$ cat src/rtl/pgrom_pkg.sv
`timescale 1ns/1ps
package pgrom_pkg;
  typedef enum logic [1:0] {
    PH_IDLE  = 2'd0,
    PH_FIRST = 2'd1,
    PH_NEXT  = 2'd2,
    PH_GAP   = 2'd3
  } ph_e;
endpackage

$ cat src/rtl/pgrom_wait_ctr.sv
`timescale 1ns/1ps
// Loadable down counter that times the wait clocks of one beat.
module pgrom_wait_ctr #(
  parameter int CW = 4
) (
  input  logic          clk,
  input  logic          rst,
  input  logic          load,
  input  logic [CW-1:0] load_val,
  output logic          zero
);
  logic [CW-1:0] cnt;

  always_ff @(posedge clk) begin
    if (rst)              cnt <= '0;
    else if (load)        cnt <= load_val;
    else if (cnt != '0)   cnt <= cnt - 1'b1;
  end

  assign zero = (cnt == '0);

  AST_WAIT_COUNTS_DOWN: assert property (@(posedge clk) disable iff (rst)
    (!load && !zero) |=> (cnt == $past(cnt) - 1'b1));
endmodule

$ cat src/rtl/pgrom_addr_gen.sv
`timescale 1ns/1ps
// Beat address pointer (rising edge) with a falling-edge launch register.
module pgrom_addr_gen #(
  parameter int AW   = 26,
  parameter int STEP = 4
) (
  input  logic          clk,
  input  logic          rst,
  input  logic          start,
  input  logic [AW-1:0] start_addr,
  input  logic          step,
  output logic [AW-1:0] bus_addr
);
  localparam logic [AW-1:0] STEP_A = AW'(STEP);

  logic [AW-1:0] ptr;

  always_ff @(posedge clk) begin
    if (rst)        ptr <= '0;
    else if (start) ptr <= start_addr;
    else if (step)  ptr <= ptr + STEP_A;
  end

  // launch half a clock later so the ROM sees a settled address mid-cycle
  always_ff @(negedge clk) begin
    if (rst) bus_addr <= '0;
    else     bus_addr <= ptr;
  end

  AST_ADDR_ADVANCES: assert property (@(posedge clk) disable iff (rst)
    (step && !start) |=> (ptr == $past(ptr) + STEP_A));
endmodule

$ cat src/rtl/pgrom_seq.sv
`timescale 1ns/1ps
// Beat sequencer: strobes, burst bookkeeping and read capture.
module pgrom_seq
  import pgrom_pkg::*;
#(
  parameter int DW  = 32,
  parameter int BCW = 4,
  parameter int WW  = 4,
  parameter int BWW = 2
) (
  input  logic           clk,
  input  logic           rst,
  input  logic           req_valid,
  input  logic [BCW-1:0] req_beats,
  input  logic           req_write,
  input  logic           req_burst,
  input  logic [WW-1:0]  cfg_wait,
  input  logic [BWW-1:0] cfg_bwait,
  input  logic           ext_wait,
  input  logic           cnt_zero,
  input  logic [DW-1:0]  bus_din,
  output logic           cnt_load,
  output logic [WW-1:0]  cnt_val,
  output logic           accept,
  output logic           step,
  output logic           cs_n,
  output logic           rd_n,
  output logic           wr_n,
  output logic           bs_n,
  output logic [DW-1:0]  rdata,
  output logic           rdata_valid,
  output logic           req_ready
);
  ph_e            ph;
  logic [BCW-1:0] rem;
  logic           is_wr;
  logic           beat_end;
  logic           is_burst;

  always_comb begin
    accept   = (ph == PH_IDLE) && req_ready && req_valid;
    beat_end = cnt_zero && (((ph == PH_FIRST) && !ext_wait) || (ph == PH_NEXT));
    step     = beat_end && (rem != '0);
    cnt_load = accept || step;
    cnt_val  = accept ? cfg_wait : WW'(cfg_bwait);
    is_burst = req_burst && !req_write && (req_beats > BCW'(1));
  end

  always_ff @(posedge clk) begin
    if (rst) begin
      ph          <= PH_IDLE;
      rem         <= '0;
      is_wr       <= 1'b0;
      cs_n        <= 1'b1;
      rd_n        <= 1'b1;
      wr_n        <= 1'b1;
      bs_n        <= 1'b1;
      rdata       <= '0;
      rdata_valid <= 1'b0;
      req_ready   <= 1'b1;
    end else begin
      rdata_valid <= 1'b0;
      case (ph)
        PH_IDLE: begin
          if (accept) begin
            ph        <= PH_FIRST;
            cs_n      <= 1'b0;
            rd_n      <= req_write;
            wr_n      <= !req_write;
            bs_n      <= 1'b0;
            req_ready <= 1'b0;
            is_wr     <= req_write;
            rem       <= is_burst ? req_beats - 1'b1 : '0;
          end
        end
        PH_FIRST, PH_NEXT: begin
          if (beat_end) begin
            bs_n <= 1'b1;
            if (!is_wr) begin
              rdata       <= bus_din;
              rdata_valid <= 1'b1;
            end
            if (step) begin
              rem <= rem - 1'b1;
              ph  <= PH_NEXT;
            end else begin
              ph   <= PH_GAP;
              cs_n <= 1'b1;
              rd_n <= 1'b1;
              wr_n <= 1'b1;
            end
          end
        end
        PH_GAP: begin
          ph        <= PH_IDLE;
          req_ready <= 1'b1;
        end
        default: ph <= PH_IDLE;
      endcase
    end
  end

  AST_BURST_STROBE_HELD: assert property (@(posedge clk) disable iff (rst)
    (ph == PH_NEXT) |-> (!cs_n && !rd_n));
  AST_BS_FIRST_ONLY: assert property (@(posedge clk) disable iff (rst)
    (ph == PH_NEXT) |-> bs_n);
  AST_RELEASE_TOGETHER: assert property (@(posedge clk) disable iff (rst)
    $rose(cs_n) |-> (rd_n && wr_n && bs_n && !req_ready));
  AST_IDLE_GAP: assert property (@(posedge clk) disable iff (rst)
    $rose(cs_n) |=> cs_n);
  AST_NO_VALID_ON_WRITE: assert property (@(posedge clk) disable iff (rst)
    !wr_n |-> !rdata_valid);
endmodule

$ cat src/rtl/pgrom_rd_ctrl.sv
`timescale 1ns/1ps
// Top: page-mode ROM read sequencer.
module pgrom_rd_ctrl #(
  parameter int AW  = 26,
  parameter int DW  = 32,
  parameter int BCW = 4,
  parameter int WW  = 4,
  parameter int BWW = 2
) (
  input  logic           clk,
  input  logic           rst,
  input  logic           req_valid,
  output logic           req_ready,
  input  logic [AW-1:0]  req_addr,
  input  logic [BCW-1:0] req_beats,
  input  logic           req_write,
  input  logic           req_burst,
  input  logic [WW-1:0]  cfg_wait,
  input  logic [BWW-1:0] cfg_bwait,
  input  logic           ext_wait,
  input  logic [DW-1:0]  bus_din,
  output logic           cs_n,
  output logic           rd_n,
  output logic           wr_n,
  output logic           bs_n,
  output logic [AW-1:0]  bus_addr,
  output logic [DW-1:0]  rdata,
  output logic           rdata_valid
);
  localparam int BYTES = DW / 8;

  logic          cnt_load;
  logic [WW-1:0] cnt_val;
  logic          cnt_zero;
  logic          accept;
  logic          step;

  pgrom_wait_ctr #(.CW(WW)) u_wait (
    .clk(clk), .rst(rst), .load(cnt_load), .load_val(cnt_val), .zero(cnt_zero)
  );

  pgrom_addr_gen #(.AW(AW), .STEP(BYTES)) u_addr (
    .clk(clk), .rst(rst), .start(accept), .start_addr(req_addr),
    .step(step), .bus_addr(bus_addr)
  );

  pgrom_seq #(.DW(DW), .BCW(BCW), .WW(WW), .BWW(BWW)) u_seq (
    .clk(clk), .rst(rst), .req_valid(req_valid), .req_beats(req_beats),
    .req_write(req_write), .req_burst(req_burst), .cfg_wait(cfg_wait),
    .cfg_bwait(cfg_bwait), .ext_wait(ext_wait), .cnt_zero(cnt_zero),
    .bus_din(bus_din), .cnt_load(cnt_load), .cnt_val(cnt_val),
    .accept(accept), .step(step), .cs_n(cs_n), .rd_n(rd_n), .wr_n(wr_n),
    .bs_n(bs_n), .rdata(rdata), .rdata_valid(rdata_valid), .req_ready(req_ready)
  );
endmodule

$ cat config.mk
export PLATFORM = sky130hd
export DESIGN_NAME = pgrom_rd_ctrl
export DESIGN_NICKNAME = d
export VERILOG_FILES = /design/src/rtl/pgrom_pkg.sv /design/src/rtl/pgrom_wait_ctr.sv /design/src/rtl/pgrom_addr_gen.sv /design/src/rtl/pgrom_seq.sv /design/src/rtl/pgrom_rd_ctrl.sv
export SDC_FILE = /design/constraint.sdc
export NUM_CORES = 1
export LEC_CHECK = 0
export BUFFER_PORTS_ARGS = -buffer_cell sky130_fd_sc_hd__buf_2
export CAP_MARGIN = 10
export CORE_ASPECT_RATIO = 0.6
export CORE_MARGIN = 2
export CORE_UTILIZATION = 50
export CTS_CLUSTER_DIAMETER = 50
export CTS_CLUSTER_SIZE = 24
export DETAILED_ROUTE_END_ITERATION = 6
export GPL_ROUTABILITY_DRIVEN = 0
export PLACE_DENSITY = 0.89
export SLEW_MARGIN = 0
export SYNTH_ARGS = -nofsm -noshare
export SYNTH_HDL_FRONTEND = slang
export SYNTH_SLANG_ARGS = --single-unit
$ cat constraint.sdc
create_clock -name clk -period 2.7 [get_ports clk]
set_clock_uncertainty 0.2 [all_clocks]
set_input_delay 0.27 -clock clk [delete_from_list [all_inputs] [get_ports clk]]
set_output_delay 0.27 -clock clk [all_outputs]
set_load 0.05 [all_outputs]
Word-level counts from Yosys, hierarchy flattened
Cells that the tools add are included.

word-level totals
  output and inout port bits = 64
  register bits = 101
  logic and storage cells = 82

cells by class
  bitwise logic cells = 3
  equality and inequality tests = 7
  multiplexer cells = 26
  order comparisons = 1
  reduce and logical (&&, ||, !) cells = 28
  add/sub/neg operators = 4

operators with widths
  operator                                                                          number
  26-bit 2-to-1 mux                                                                 2
  4-bit 2-to-1 mux                                                                  7
  26-bit by 3-bit adder with 26-bit output (second input constant)                  1
  4-bit by 1-bit subtractor with 4-bit output (second input constant)               3
  1-bit one-hot mux with 2 select lines                                             5
  1-bit 2-to-1 mux                                                                  8
  4-bit one-hot mux with 2 select lines                                             1
  4-bit AND reduction                                                               2
  2-bit nonzero test                                                                4
  4-bit nonzero test                                                                2
  1-bit logical AND                                                                 7
  2-bit != test (second input constant)                                             3
  2-bit one-hot mux with 3 select lines                                             1
  2-bit AND reduction                                                               3
  3-bit AND reduction                                                               2
  2-bit == test (second input constant)                                             2
  4-bit by 1-bit greater-than comparator with 1-bit output (second input constant)  1
  4-bit logical NOT                                                                 1
  2-bit 2-to-1 mux                                                                  2
  1-bit inverter                                                                    3
  3-bit OR reduction                                                                1
  2-bit by 1-bit == test with 1-bit output (second input constant)                  1
  1-bit logical NOT                                                                 2
  2-bit logical NOT                                                                 1
  other kinds (3)                                                                   4

Logic depth before layout (Yosys ltp)
  depth after elaboration = 8
  gate-level depth with buffers = 9
  depth with buffers taken out = 7

Hierarchy
From an unflattened synthesis, not the netlist that was laid out.

unflattened totals
  cell total of the unflattened synthesis = 522
  area, all modules = 4516.8 sq um

by module, submodules not included
  module          sequential area each (sq um)  instances  cells each  area an instance (sq um)
  pgrom_addr_gen  1041.0                        1          256         2303.5
  pgrom_seq       900.9                         1          242         1984.4
  pgrom_wait_ctr  80.1                          1          24          229.0

==> summary.txt <==
Logic synthesis
  – Post-synthesis cell type with the largest combined area: sky130_fd_sc_hd__dfxtp_1
  – Leading post-synthesis cells by instance count: 101 x sky130_fd_sc_hd__dfxtp_1, 78 x sky130_fd_sc_hd__nor2_1, 32 x sky130_fd_sc_hd__mux2i_1
  – Most used DFF post-synth: sky130_fd_sc_hd__dfxtp_1
  – Ys Warns: 0
  – Sequential fraction of the synthesis area: 47.9%
  – Register bit total from synthesis: 101
  – Post-synthesis cell area: 0.00422 mm2
  – Area fraction of the dominant cell type after synthesis: 47.9%
  – Syn nets: 541
  – Post-Synthesis Mean Instance Area: 9.23 um2
  – Most repeated cell in the gate-level netlist after synthesis: sky130_fd_sc_hd__dfxtp_1
  – Proportion of synthesized flip-flops having asynchronous set or reset: 0%
  – Number of enable flip-flop cells after synthesis: 0
  – Unique cell type count in the Yosys netlist: 44
  – Gate count of the mapped netlist: 457
  – Main area contributors after synthesis: sky130_fd_sc_hd__dfxtp_1 48%, sky130_fd_sc_hd__mux2i_1 7.6%, sky130_fd_sc_hd__nor2_1 6.9%, sky130_fd_sc_hd__xnor2_1 4.4%, sky130_fd_sc_hd__nor2b_1 3.4%

Flow run
  – Maximum capacitance violations: 0

GRT
  – Aggregate global routing overflow: 0
  – First-pass GRT wire length: 18.6 mm
  – GRT Resource Usage Total: 26.1%
  – Initial antenna violation count: 0
  – Maximum number of pins on one net before global-route repair: 55
  – Via count of the first global-routing pass: 3902

Power
  – Clock network fraction of total power: 32.5%
  – Part of the total power dissipated in sequential elements: 39.8%
  – Total Power: 4.65 mW
  – Internal: 3.06 mW
  – Switch share: 34.2%
  – Worst IR drop on VDD: 0.488 mV
  – Switching component of the power: 1.59 mW
  – Leakage power total: 2.90 nW
  – Power density cells: 760 mW/mm2
  – Comb power frac: 27.7%

Floorplan
  – Die span in y: 75.2 um
  – Placement row count: 25
  – Die area: 0.00921 mm2
  – Boundary pin count: 138
  – Core box area: 0.00804 mm2
  – Initial Utilization: 52.5%
  – Die W: 123 um

Setup path
  – Crit path required time: 2.23 ns
  – Arr. time, crit path: 2.27 ns
  – Maximum single-stage delay on the critical path: 0.36 ns
  – Category of the worst setup path capture point: output port
  – Critical path launch point type: flip-flop
  – Cell-by-cell trace of the critical path: buf_8
  – CP Class: flip-flop to output port
  – Cell family contributing the most delay on the critical path: flip-flops
  – Number of buffers and inverters on the critical path: 1
  – Slowest cell on the critical path: sky130_fd_sc_hd__dfxtp_2
  – Critical path fanouts, max: 1

Finish
  – FF+latch area: 0.00205 mm2
  – Fraction of final layout cells sized beyond drive strength 1: 30.8%
  – Number of diodes added for antenna fixing: 0
  – Synthesis-to-layout area growth: 44.9%
  – Area used by multi-input combinational logic: 0.00204 mm2
  – Post-layout nets: 741
  – Number of fill cells: 533
  – Post-route non-filler standard cell count: 770
  – Final Cell Area: 0.00611 mm2

Placed design
  – Number of port buffers: 137
  – Number of placed instances with taps included: 691
  – HPWL reported at the end of detailed placement: 8.00 mm
  – Placed instance area: 0.00508 mm2

Status
  – Run status: complete, but fails checks
  – Violations in the final reports: negative setup slack

Timing
  – Final hold vios: 0
  – Transition at the pin with the smallest max-transition slack: 0.626 ns
  – Setup slack after layout: -0.0441 ns
  – Worst hold slack across all endpoints: 0.0112 ns
  – Unrepaired setup endpoints after global routing: true
  – Number of setup violations in the final report: 2
  – Relative slew slack: 57.9%
  – Number of max-slew violations in the final report: 0

Clock network
  – Latest clock arrival within the worst-skew pair: 0.34 ns
  – Clock Sinks: 101
  – Clock tree buffer depth: 2
  – Number of H-tree levels: 3
  – Worst-path clk slew: 0.07 ns
  – Clock tree from TritonCTS: built
  – CTS buffer count: 9
  – Clock root buffer master: sky130_fd_sc_hd__clkbuf_16

Route
  – DRC violation total after the first TritonRoute iteration: 238
  – Total detailed-routing wirelength: 12.1 mm
  – Number of vias per cell after detailed routing: 5.29
  – Number of nets still failing antenna checks after routing: 0
  – Iteration count of the initial detailed-routing pass: 5
  – Vias after detailed routing: 4076
  – Mean routed wirelength per cell: 15.7 um
  – # DRC: 0

Worst hold path
  – Class of the worst hold path: input port to flip-flop
==> power by group through the flow <==
stage                     Combinational (mW)  Clock (mW)  Sequential (mW)
after global placement                  1.13      0.0612             1.84
final                                   1.29        1.51             1.85
after CTS                               1.25        1.52             1.84
after detailed placement                1.17      0.0612             1.85
after global routing                    1.39        1.62             1.87
after floorplan                        0.647      0.0612             2.04
==> metrics by stage <==
step | TNS [ns] | worst slack [ns] | util (%)
floorplan | 0 | 0.0571 | -
global placement | 0 | 0.269 | 63.2
detailed placement | 0 | 0.245 | 63.2
CTS | -0.00988 | -0.00463 | 75.2
global route | -0.294 | -0.0669 | 76.0
finish | -0.0694 | -0.0441 | 76.0
==> timing repair <==
| item | CTS | global route |
|---|---|---|
| hold endpoints to repair | 38 | 0 |
| hold buffers | 38 | 0 |
| endpoints found under the setup margin | 26 | 27 |
| cloned | 0 | 0 |
| gates resized for setup | 62 | 28 |
| buffers inserted | 0 | 0 |
==> final timing paths <==
check / end / slack [ns] / startpoint / cells after the start
max: bus_addr[20] / -0.04 / u_addr.bus_addr[20] / 1
max reg2reg: u_seq.rdata[5] / 0.15 / u_wait.cnt[0] / 8
min reg2reg: u_seq.is_wr / 0.25 / u_seq.is_wr / 2
min: u_seq.rdata[22] / 0.01 / bus_din[22] / 3
==> cell families (layout without fill, tap and decap cells) <==
| logic type | Yosys count | in the layout | share of synthesized area [%] |
|---|---|---|---|
| DFF | 101 | 101 | 47.9 |
| buffers and inverters | 41 | 246 | 3.97 |
| adders and majority gates | 10 | 10 | 2.97 |
| muxes | 32 | 32 | 7.59 |
| xor gates and xnor gates | 23 | 23 | 4.77 |
| and+or+nand+nor | 184 | 184 | 21.8 |
| AOI/OAI and AO/OA | 66 | 66 | 11.0 |
==> cell usage in the layout (no fill, tap or decap), types with 2 or more instances in the layout <==
cell                              n
sky130_fd_sc_hd__nand2b_1         3
sky130_fd_sc_hd__dfxtp_2         25
sky130_fd_sc_hd__a211oi_1        18
sky130_fd_sc_hd__or3_1            6
sky130_fd_sc_hd__dlygate4sd3_1   38
sky130_fd_sc_hd__nor3_1          22
sky130_fd_sc_hd__nand3_1         13
sky130_fd_sc_hd__nand2_1         20
sky130_fd_sc_hd__xnor2_1         21
sky130_fd_sc_hd__o21ai_0         14
sky130_fd_sc_hd__buf_4           11
sky130_fd_sc_hd__ha_1            10
sky130_fd_sc_hd__nor4_4           2
sky130_fd_sc_hd__o2111ai_1        3
sky130_fd_sc_hd__clkinv_2         2
sky130_fd_sc_hd__mux2i_1         32
sky130_fd_sc_hd__dfxtp_1         76
sky130_fd_sc_hd__buf_6           14
sky130_fd_sc_hd__o221a_2          2
sky130_fd_sc_hd__nor2_1          78
sky130_fd_sc_hd__inv_6            3
sky130_fd_sc_hd__nor2b_1         22
sky130_fd_sc_hd__buf_2          111
sky130_fd_sc_hd__and4_1           3
sky130_fd_sc_hd__buf_8           12
sky130_fd_sc_hd__inv_1           41
sky130_fd_sc_hd__buf_12           3
sky130_fd_sc_hd__a211oi_2         2
sky130_fd_sc_hd__a21oi_1         11
sky130_fd_sc_hd__a311oi_1         6
sky130_fd_sc_hd__nand4_1          3
sky130_fd_sc_hd__and3_1           3
sky130_fd_sc_hd__clkbuf_16       10
sky130_fd_sc_hd__xor2_1           2
==> worst min-delay path, cell delays in order <==
cell	delay, ns
sky130_fd_sc_hd__buf_2	0.08
sky130_fd_sc_hd__mux2i_1	0.06
sky130_fd_sc_hd__nor2_1	0.09
==> final cells by class <==
type / instances / area share (%)
Inverter: 15 / 0.921
Clock buffer: 10 / 4.09
Sequential cell: 101 / 33.6
Multi-Input combinational cell: 315 / 33.3
Timing Repair Buffer: 189 / 23.2
Tap cell: 108 / 2.21
Clock inverter: 32 / 2.68
==> state kept, by name (all words and copies together) (netlist names) <==
name / flops
u_addr.bus_addr: 26
u_addr.ptr: 26
u_seq.bs_n: 1
u_seq.cs_n: 1
u_seq.is_wr: 1
u_seq.ph: 2
u_seq.rd_n: 1
u_seq.rdata: 32
u_seq.rdata_valid: 1
u_seq.rem: 4
u_seq.req_ready: 1
u_seq.wr_n: 1
u_wait.cnt: 4
==> per-layer routing <==
layer	GRT usage (%)	routed length (um)	share of wire [%]	vias to the layer above
met2	45.4	5720	47	177
met4	8.43	266	2.2	0
met3	7.88	957	7.9	29
li1	-	-	-	1981
met5	0	0	0	-
met1	31.6	5160	43	1889
No activity file was read; power rests on OpenSTA's default activity.
